$ cat src/rtl/rank_seq_pkg.sv
package rank_seq_pkg;
  localparam int DLY_W = 8;
  localparam int RET_W = 32;

  typedef enum logic [2:0] {
    CMD_NOP = 3'd0,
    CMD_ACT = 3'd1,
    CMD_RD  = 3'd2,
    CMD_WR  = 3'd3,
    CMD_PRE = 3'd4,
    CMD_REF = 3'd5
  } dram_cmd_e;

  typedef enum logic [2:0] {
    ST_IDLE, ST_ACT, ST_COL, ST_PRE, ST_REF, ST_WAIT
  } seq_state_e;

  // A programmed gap of zero behaves as a gap of one cycle.
  function automatic logic [DLY_W-1:0] at_least_one(input logic [DLY_W-1:0] d);
    return (d == '0) ? DLY_W'(1) : d;
  endfunction

  // Gaps of one cycle go straight to the target state.
  function automatic logic gap_is_short(input logic [DLY_W-1:0] d);
    return d <= DLY_W'(1);
  endfunction

  // Counter preload for the wait state: the launch cycle and the exit cycle
  // each account for one cycle of the gap.
  function automatic logic [DLY_W-1:0] wait_load(input logic [DLY_W-1:0] d);
    return d - DLY_W'(2);
  endfunction

  function automatic logic [RET_W-1:0] refresh_interval(input logic [RET_W-1:0] ret,
                                                        input int unsigned row_bits);
    return ret >> row_bits;
  endfunction
endpackage

$ cat src/rtl/rank_addr_split.sv
module rank_addr_split #(
  parameter int COL_W  = 11,
  parameter int BANK_W = 3,
  parameter int ROW_W  = 14,
  localparam int BA_W  = COL_W + BANK_W + ROW_W
) (
  input  logic [BA_W-1:0]   beat_addr,
  output logic [COL_W-1:0]  col,
  output logic [BANK_W-1:0] bank,
  output logic [ROW_W-1:0]  row
);
  localparam int BANK_LSB = COL_W;
  localparam int ROW_LSB  = COL_W + BANK_W;

  assign col  = beat_addr[COL_W-1:0];
  assign bank = beat_addr[BANK_LSB +: BANK_W];
  assign row  = beat_addr[ROW_LSB +: ROW_W];
endmodule

$ cat src/rtl/rank_refresh_sched.sv
module rank_refresh_sched
  import rank_seq_pkg::*;
#(
  parameter int ROW_W = 14
) (
  input  logic             clk,
  input  logic             rst_n,
  input  logic [RET_W-1:0] cfg_retention,
  input  logic             ref_ack,
  output logic             ref_pend,
  output logic [ROW_W-1:0] ref_row
);
  logic [RET_W-1:0] refi;
  logic [RET_W-1:0] tmr;
  logic             expire;

  assign refi   = refresh_interval(cfg_retention, ROW_W);
  assign expire = (refi != '0) && (tmr >= refi - RET_W'(1));

  always_ff @(posedge clk) begin
    if (!rst_n) begin
      tmr      <= '0;
      ref_pend <= 1'b0;
      ref_row  <= '0;
    end else begin
      if (refi == '0 || expire) tmr <= '0;
      else                      tmr <= tmr + RET_W'(1);
      if (expire)       ref_pend <= 1'b1;
      else if (ref_ack) ref_pend <= 1'b0;
      if (ref_ack) ref_row <= ref_row + ROW_W'(1);
    end
  end
endmodule

$ cat src/rtl/rank_beat_lanes.sv
module rank_beat_lanes #(
  parameter int CHIPS  = 8,
  parameter int CHIP_W = 8,
  parameter int BEATS  = 8,
  localparam int BEAT_W = CHIPS * CHIP_W,
  localparam int BLK_W  = BEAT_W * BEATS,
  localparam int BI_W   = $clog2(BEATS)
) (
  input  logic              clk,
  input  logic              rst_n,
  input  logic [BLK_W-1:0]  wblock,
  input  logic [BI_W-1:0]   beat,
  input  logic              cap_en,
  input  logic [BEAT_W-1:0] dq_in,
  output logic [BEAT_W-1:0] dq_wr,
  output logic [BLK_W-1:0]  rblock
);
  // Scatter: chip c drives block byte beat*CHIPS+c.
  for (genvar c = 0; c < CHIPS; c++) begin : g_lane
    assign dq_wr[c*CHIP_W +: CHIP_W] = wblock[(int'(beat)*CHIPS + c)*CHIP_W +: CHIP_W];
  end

  // Gather: each beat slot latches the lanes in its own read cycle.
  for (genvar b = 0; b < BEATS; b++) begin : g_slot
    always_ff @(posedge clk) begin
      if (!rst_n)                             rblock[b*BEAT_W +: BEAT_W] <= '0;
      else if (cap_en && beat == BI_W'(b))    rblock[b*BEAT_W +: BEAT_W] <= dq_in;
    end
  end
endmodule

$ cat src/rtl/rank_burst_seq.sv
module rank_burst_seq
  import rank_seq_pkg::*;
#(
  parameter int ROW_W  = 14,
  parameter int BANK_W = 3,
  parameter int COL_W  = 11,
  parameter int CHIPS  = 8,
  parameter int CHIP_W = 8,
  parameter int BEATS  = 8,
  localparam int BEAT_W = CHIPS * CHIP_W,
  localparam int BLK_W  = BEAT_W * BEATS,
  localparam int BA_W   = COL_W + BANK_W + ROW_W,
  localparam int CA_W   = (ROW_W > COL_W) ? ROW_W : COL_W,
  localparam int BI_W   = $clog2(BEATS)
) (
  input  logic              clk,
  input  logic              rst_n,
  input  logic [DLY_W-1:0]  cfg_trcd,
  input  logic [DLY_W-1:0]  cfg_twr,
  input  logic [DLY_W-1:0]  cfg_trp,
  input  logic [RET_W-1:0]  cfg_retention,
  input  logic              req_valid,
  output logic              req_ready,
  input  logic [BA_W-1:0]   req_beat_addr,
  input  logic              req_we,
  input  logic [BLK_W-1:0]  req_wdata,
  output logic              resp_done,
  output logic [BLK_W-1:0]  resp_rdata,
  output logic              cmd_cs_n,
  output logic [2:0]        cmd_code,
  output logic [BANK_W-1:0] cmd_bank,
  output logic [CA_W-1:0]   cmd_addr,
  output logic [BEAT_W-1:0] dq_out,
  output logic              dq_oe,
  input  logic [BEAT_W-1:0] dq_in
);
  function automatic logic [COL_W-1:0] col_of(input logic [COL_W-1:0] base,
                                              input logic [BI_W-1:0] k);
    return base + COL_W'(k);
  endfunction

  seq_state_e        st, tgt, ltgt;
  logic [DLY_W-1:0]  dly, lgap;
  logic              launch;
  logic [BI_W-1:0]   beat;
  logic [COL_W-1:0]  a_col, d_col, col_now;
  logic [BANK_W-1:0] a_bank, d_bank;
  logic [ROW_W-1:0]  a_row, d_row, ref_row;
  logic              a_we;
  logic [BLK_W-1:0]  wblk;
  logic [BEAT_W-1:0] dq_wr;
  logic              ref_pend, ref_ack, cap_en;

  // Named internal events for the checker.
  logic fsm_idle, burst_last, accept;
  assign fsm_idle   = (st == ST_IDLE);
  assign burst_last = (st == ST_COL) && (beat == BI_W'(BEATS-1));
  assign accept     = req_valid && req_ready;

  rank_addr_split #(.COL_W(COL_W), .BANK_W(BANK_W), .ROW_W(ROW_W)) u_split (
    .beat_addr(req_beat_addr), .col(d_col), .bank(d_bank), .row(d_row)
  );

  rank_refresh_sched #(.ROW_W(ROW_W)) u_refresh (
    .clk(clk), .rst_n(rst_n), .cfg_retention(cfg_retention),
    .ref_ack(ref_ack), .ref_pend(ref_pend), .ref_row(ref_row)
  );

  rank_beat_lanes #(.CHIPS(CHIPS), .CHIP_W(CHIP_W), .BEATS(BEATS)) u_lanes (
    .clk(clk), .rst_n(rst_n), .wblock(wblk), .beat(beat), .cap_en(cap_en),
    .dq_in(dq_in), .dq_wr(dq_wr), .rblock(resp_rdata)
  );

  // States that end with a programmed gap before the next state.
  always_comb begin
    launch = 1'b0;
    lgap   = '0;
    ltgt   = ST_IDLE;
    case (st)
      ST_ACT: begin launch = 1'b1; lgap = cfg_trcd; ltgt = ST_COL; end
      ST_COL: if (burst_last) begin launch = 1'b1; lgap = cfg_twr; ltgt = ST_PRE; end
      ST_PRE, ST_REF: begin launch = 1'b1; lgap = cfg_trp; ltgt = ST_IDLE; end
      default: ;
    endcase
  end

  always_ff @(posedge clk) begin
    if (!rst_n) begin
      st     <= ST_IDLE;
      tgt    <= ST_IDLE;
      dly    <= '0;
      beat   <= '0;
      a_col  <= '0;
      a_bank <= '0;
      a_row  <= '0;
      a_we   <= 1'b0;
      wblk   <= '0;
    end else if (launch) begin
      if (st == ST_ACT) beat <= '0;
      if (gap_is_short(lgap)) begin
        st <= ltgt;
      end else begin
        st  <= ST_WAIT;
        dly <= wait_load(lgap);
        tgt <= ltgt;
      end
    end else begin
      case (st)
        ST_IDLE: begin
          if (ref_pend) begin
            st <= ST_REF;
          end else if (req_valid) begin
            a_col  <= d_col;
            a_bank <= d_bank;
            a_row  <= d_row;
            a_we   <= req_we;
            wblk   <= req_wdata;
            st     <= ST_ACT;
          end
        end
        ST_COL:  beat <= beat + BI_W'(1);
        ST_WAIT: begin
          if (dly == '0) st <= tgt;
          else           dly <= dly - DLY_W'(1);
        end
        default: ;
      endcase
    end
  end

  assign col_now   = col_of(a_col, beat);
  assign req_ready = fsm_idle && !ref_pend;
  assign ref_ack   = (st == ST_REF);
  assign cap_en    = (st == ST_COL) && !a_we;
  assign resp_done = (st == ST_PRE);

  always_comb begin
    cmd_code = CMD_NOP;
    cmd_bank = a_bank;
    cmd_addr = '0;
    case (st)
      ST_ACT: begin cmd_code = CMD_ACT; cmd_addr = CA_W'(a_row); end
      ST_COL: begin cmd_code = a_we ? CMD_WR : CMD_RD; cmd_addr = CA_W'(col_now); end
      ST_PRE: cmd_code = CMD_PRE;
      ST_REF: begin cmd_code = CMD_REF; cmd_bank = '0; cmd_addr = CA_W'(ref_row); end
      default: ;
    endcase
  end

  assign cmd_cs_n = (cmd_code == CMD_NOP);
  assign dq_oe    = (st == ST_COL) && a_we;
  assign dq_out   = dq_oe ? dq_wr : '0;
endmodule

$ cat config.mk
export PLATFORM = sky130hd
export DESIGN_NAME = rank_burst_seq
export DESIGN_NICKNAME = d
export VERILOG_FILES = /design/src/rtl/rank_seq_pkg.sv /design/src/rtl/rank_addr_split.sv /design/src/rtl/rank_refresh_sched.sv /design/src/rtl/rank_beat_lanes.sv /design/src/rtl/rank_burst_seq.sv
export SDC_FILE = /design/constraint.sdc
export NUM_CORES = 2
export LEC_CHECK = 0
export BUFFER_PORTS_ARGS = -buffer_cell sky130_fd_sc_hd__buf_2
export CORE_AREA = 4 4 487 489
export CTS_BUF_LIST = sky130_fd_sc_hd__clkbuf_8
export CTS_CLUSTER_DIAMETER = 120
export DETAILED_ROUTE_END_ITERATION = 7
export DIE_AREA = 0 0 491 493
export PLACE_DENSITY = 0.42
export SYNTH_ARGS = -nofsm -noshare
export SYNTH_HDL_FRONTEND = slang
export SYNTH_SLANG_ARGS = --single-unit
$ cat constraint.sdc
create_clock -name clk -period 10.22 [get_ports clk]
set_input_delay 1.533 -clock clk [delete_from_list [all_inputs] [get_ports clk]]
set_output_delay 1.533 -clock clk [all_outputs]
set_load 0.1 [all_outputs]
==> results by group <==
Run status
  • Status: finished clean

Layout
  • Filler instances: 25712
  • Final Core Density: 26.2%
  • Synth-to-Final Area Change: 27.4%
  • Share of cells above drive strength 1: 26.0%
  • Fin nets: 7381

Floorplan
  • Core area: 232000 um^2
  • Die X-Extent: 491 um
  • DIE HEIGHT: 493 um
  • Num ports: 1264
  • Row cnt: 177
  • Die Footprint: 242000 um^2
  • Starting Density: 20.6%

Placement
  • GP Congestion: 0.838
  • # port buffers: 1249
  • Hpwl dp: 167000 um

Clocking
  • CTS H-tree depth: 4
  • Post-CTS Hold Buffers: 0
  • Clk sinks: 1116
  • Root Driver: clkbuf_8
  • Maximum clock path buffer count: 3
  • Clock Latency Late Sink: 950 ps
  • Setup Buffers After CTS: 0
  • CTS tree: yes
  • Clock-pin slew on the worst setup and hold paths: 60 ps
  • Num CTS Buffers: 213
  • Post-CTS resize count: 0

Setup path
  • Critical Path Source Type: primary input
  • Crit path required time: 10970 ps
  • CP arrival: 6790 ps
  • FF-to-FF Start: beat[1]
  • R2R cell count: 8
  • CP endpoint kind: flip-flop
  • WS Path Type: primary input to flip-flop
  • Worst R2R Setup Slack: 6190 ps
  • Worst Path Max Fanout: 32
  • Reg2reg end: u_lanes.rblock[491]

Min path
  • Worst Hold Endpoint: a_bank[1]
  • Hold path cells: 2
  • Min-Delay Path Class: flip-flop to flip-flop
  • Hold_sp: a_bank[1]

Synthesis
  • Synth Area in Compound Gates: 19.0%
  • Post-synth EDFFs: 0
  • Synth Area in Adders: 1.27%
  • Synth Warn #: 0
  • Mux cell area share after synthesis: 6.16%
  • Ys flop type: dfxtp_1
  • Register area share after synthesis: 46.7%
  • Flops & latches, synth: 1116
  • Post-Synth Simple-Gate Area: 20.7%
  • Largest family of logic cells by synthesized area: simple AND/OR/NAND/NOR gates
  • Syn_area_per_cell: 8.48 um^2
  • XOR/XNOR Fraction of Synth Area: 1.19%
  • Synth Instances: 5641
  • Syn Nets: 6353
  • Unique masters post-synth: 67
  • Post-Syn Area: 47800 um^2
  • Post-synth ARST share: 0%

STA
  • Hold slack: 449 ps
  • Total negative slack: 0 ps
  • Tcrit/Tclk final: 59.1%
  • Fmax: 166 MHz
  • Hold Vio Cnt, Final: 0
  • Measured slew at the worst slew-check pin: 1150 ps
  • Final slew viol count: 0
  • Fin Clk Skew: 70.6 ps
  • Final Critical Period: 6040 ps
  • Final setup violation count: 0
  • Rel. slew slack: 23.3%
  • RSZ-0062 raised after global routing: no

Power and ir drop
  • Net Sw Frac: 32.9%
  • Pwr dens: 194 nW/um^2
  • Flop pwr share: 41.6%
  • Comb pwr share: 18.9%
  • Total power: 11800 uW
  • Clock Power Share: 39.4%
  • Leakage power: 0.0235 uW
  • Cell-internal power: 7950 uW
  • Worst vdd ir: 0.137 mV
  • Psw: 3900 uW

Detailed routing
  • Drt wl/cell: 23.1 um
  • DRT antenna net count: 0
  • DRT Pass-1 Iters: 5
  • Vias: 43338
  • DR iter-0 viols: 2547
  • DRC viols: 0
  • Routed wire length: 230000 um
  • Via density: 4.35

GRT
  • GRT overflow: 0
  • First-pass GRT wire length: 320000 um
  • Initial antenna violation count: 144
  • Largest net degree at the start of global routing: 232
  • Global Route Usage Sum: 18.2%
  • Vias in the first global route: 43064

Flow run
  • Max-Cap Viols: 0
-- Yosys cell counts, drive strengths merged (25+ instances only) --
master  count  share of area, %
ha         47               1.2
nor2       58              0.46
buf       211               2.5
clkbuf    272               2.1
inv        31              0.24
mux4      128               6.0
xnor2      45              0.82
nand3      25              0.26
a21boi   1062                17
dfxtp    1116                47
o21ai      30              0.31
a21oi      98               1.0
nand2    2302                18
-- logic make-up (layout without fill, tap and decap cells) --
family,Yosys count,count (layout)
multiplexers,134,134
AO/OA/AOI/OAI,1251,1251
AND/OR/NAND/NOR,2513,2513
buffers and inverters,514,1708
other,0,80
adder cells (fa/ha/maj),48,48
flip-flops,1116,1116
XOR/XNOR,65,65
-- layer usage --
metal	wire length, um	track usage, %	vias up
met4	10900	8.53	130
met2	111000	31.3	1430
met1	87700	19.7	20545
met3	19400	6.79	467
li1	-	-	20766
met5	782	0	-
-- layout by cell type (no fill, tap or decap), drive strengths merged, types with 7 or more instances in the layout --
master,synthesis,final
a22oi,9,9
o211ai,8,8
o21ai,30,30
and2,17,17
xor2,20,20
clkbuf,272,276
diode,0,80
nand4,19,19
dfxtp,1116,1116
nand2,2302,2302
buf,211,1296
nor4,12,12
mux4,128,128
or3,7,7
a21boi,1062,1062
nand3,25,25
a21o,9,9
nor2b,10,10
xnor2,45,45
nor3,13,13
clkinv,0,15
a21oi,98,98
ha,47,47
and3,15,15
nand3b,10,10
nor2,58,58
nand4b,8,8
inv,31,112
-- through the flow --
stage,setup WS [ps],std cells,cell area (um^2)
floorplan,5060,5641,47800
global placement,3330,9497,56200
detailed placement,3170,9497,56200
CTS,3960,9878,60700
global route,3770,9925,60800
finish,4180,9958,60900
-- state kept, by name (all words and copies together) (netlist names) --
signal              count
u_refresh.ref_pend      1
beat                    3
st                      3
tgt                     2
u_refresh.tmr          32
u_lanes.rblock        512
dly                     8
a_row                  14
a_bank                  3
wblk                  512
u_refresh.ref_row      14
a_we                    1
a_col                  11
-- power by group through the flow --
stage | logic (uW) | clock network, uW | registers, uW
floorplan | 1400 | 0 | 5120
global placement | 2270 | 0 | 5020
detailed placement | 2300 | 0 | 5030
CTS | 2300 | 4840 | 4940
global route | 2460 | 5020 | 4970
finish | 2240 | 4670 | 4930
-- cell type report --
class / count / area, um^2 / area share (%)
diodes: 80 / 200 / 0.329
clock buffers: 276 / 3800 / 6.23
clock inverters: 105 / 706 / 1.16
inverters: 31 / 118 / 0.193
multi-input cells: 4011 / 23200 / 38.1
flip-flops and latches: 1116 / 22400 / 36.7
well taps: 3043 / 3810 / 6.25
repair buffers: 1296 / 6710 / 11.0
-- how the worst max path moves through the flow --
stage / from / endpoint / slack (ps) / cells after the start
4_1_cts: st[2] / dq_out[34] / 3960 / 8
3_3_place_gp: cfg_retention[16] / u_refresh.tmr[27] / 3330 / 11
2_1_floorplan: beat[0] / cmd_addr[6] / 5060 / 8
5_1_grt: cfg_retention[16] / u_refresh.tmr[11] / 3770 / 11
6_report: cfg_retention[16] / u_refresh.tmr[3] / 4180 / 11
3_5_place_dp: cfg_retention[16] / u_refresh.tmr[15] / 3170 / 11
-- worst max-delay path: stages --
cell	delay (ps)
buf_2	130
or4_1	560
nor3b_1	670
nand4b_1	820
ha_1	610
nand4_1	90
or3_1	390
or4_1	550
a221oi_1	350
or4_1	950
nor2_1	130
(Power assumes the default switching activity.)
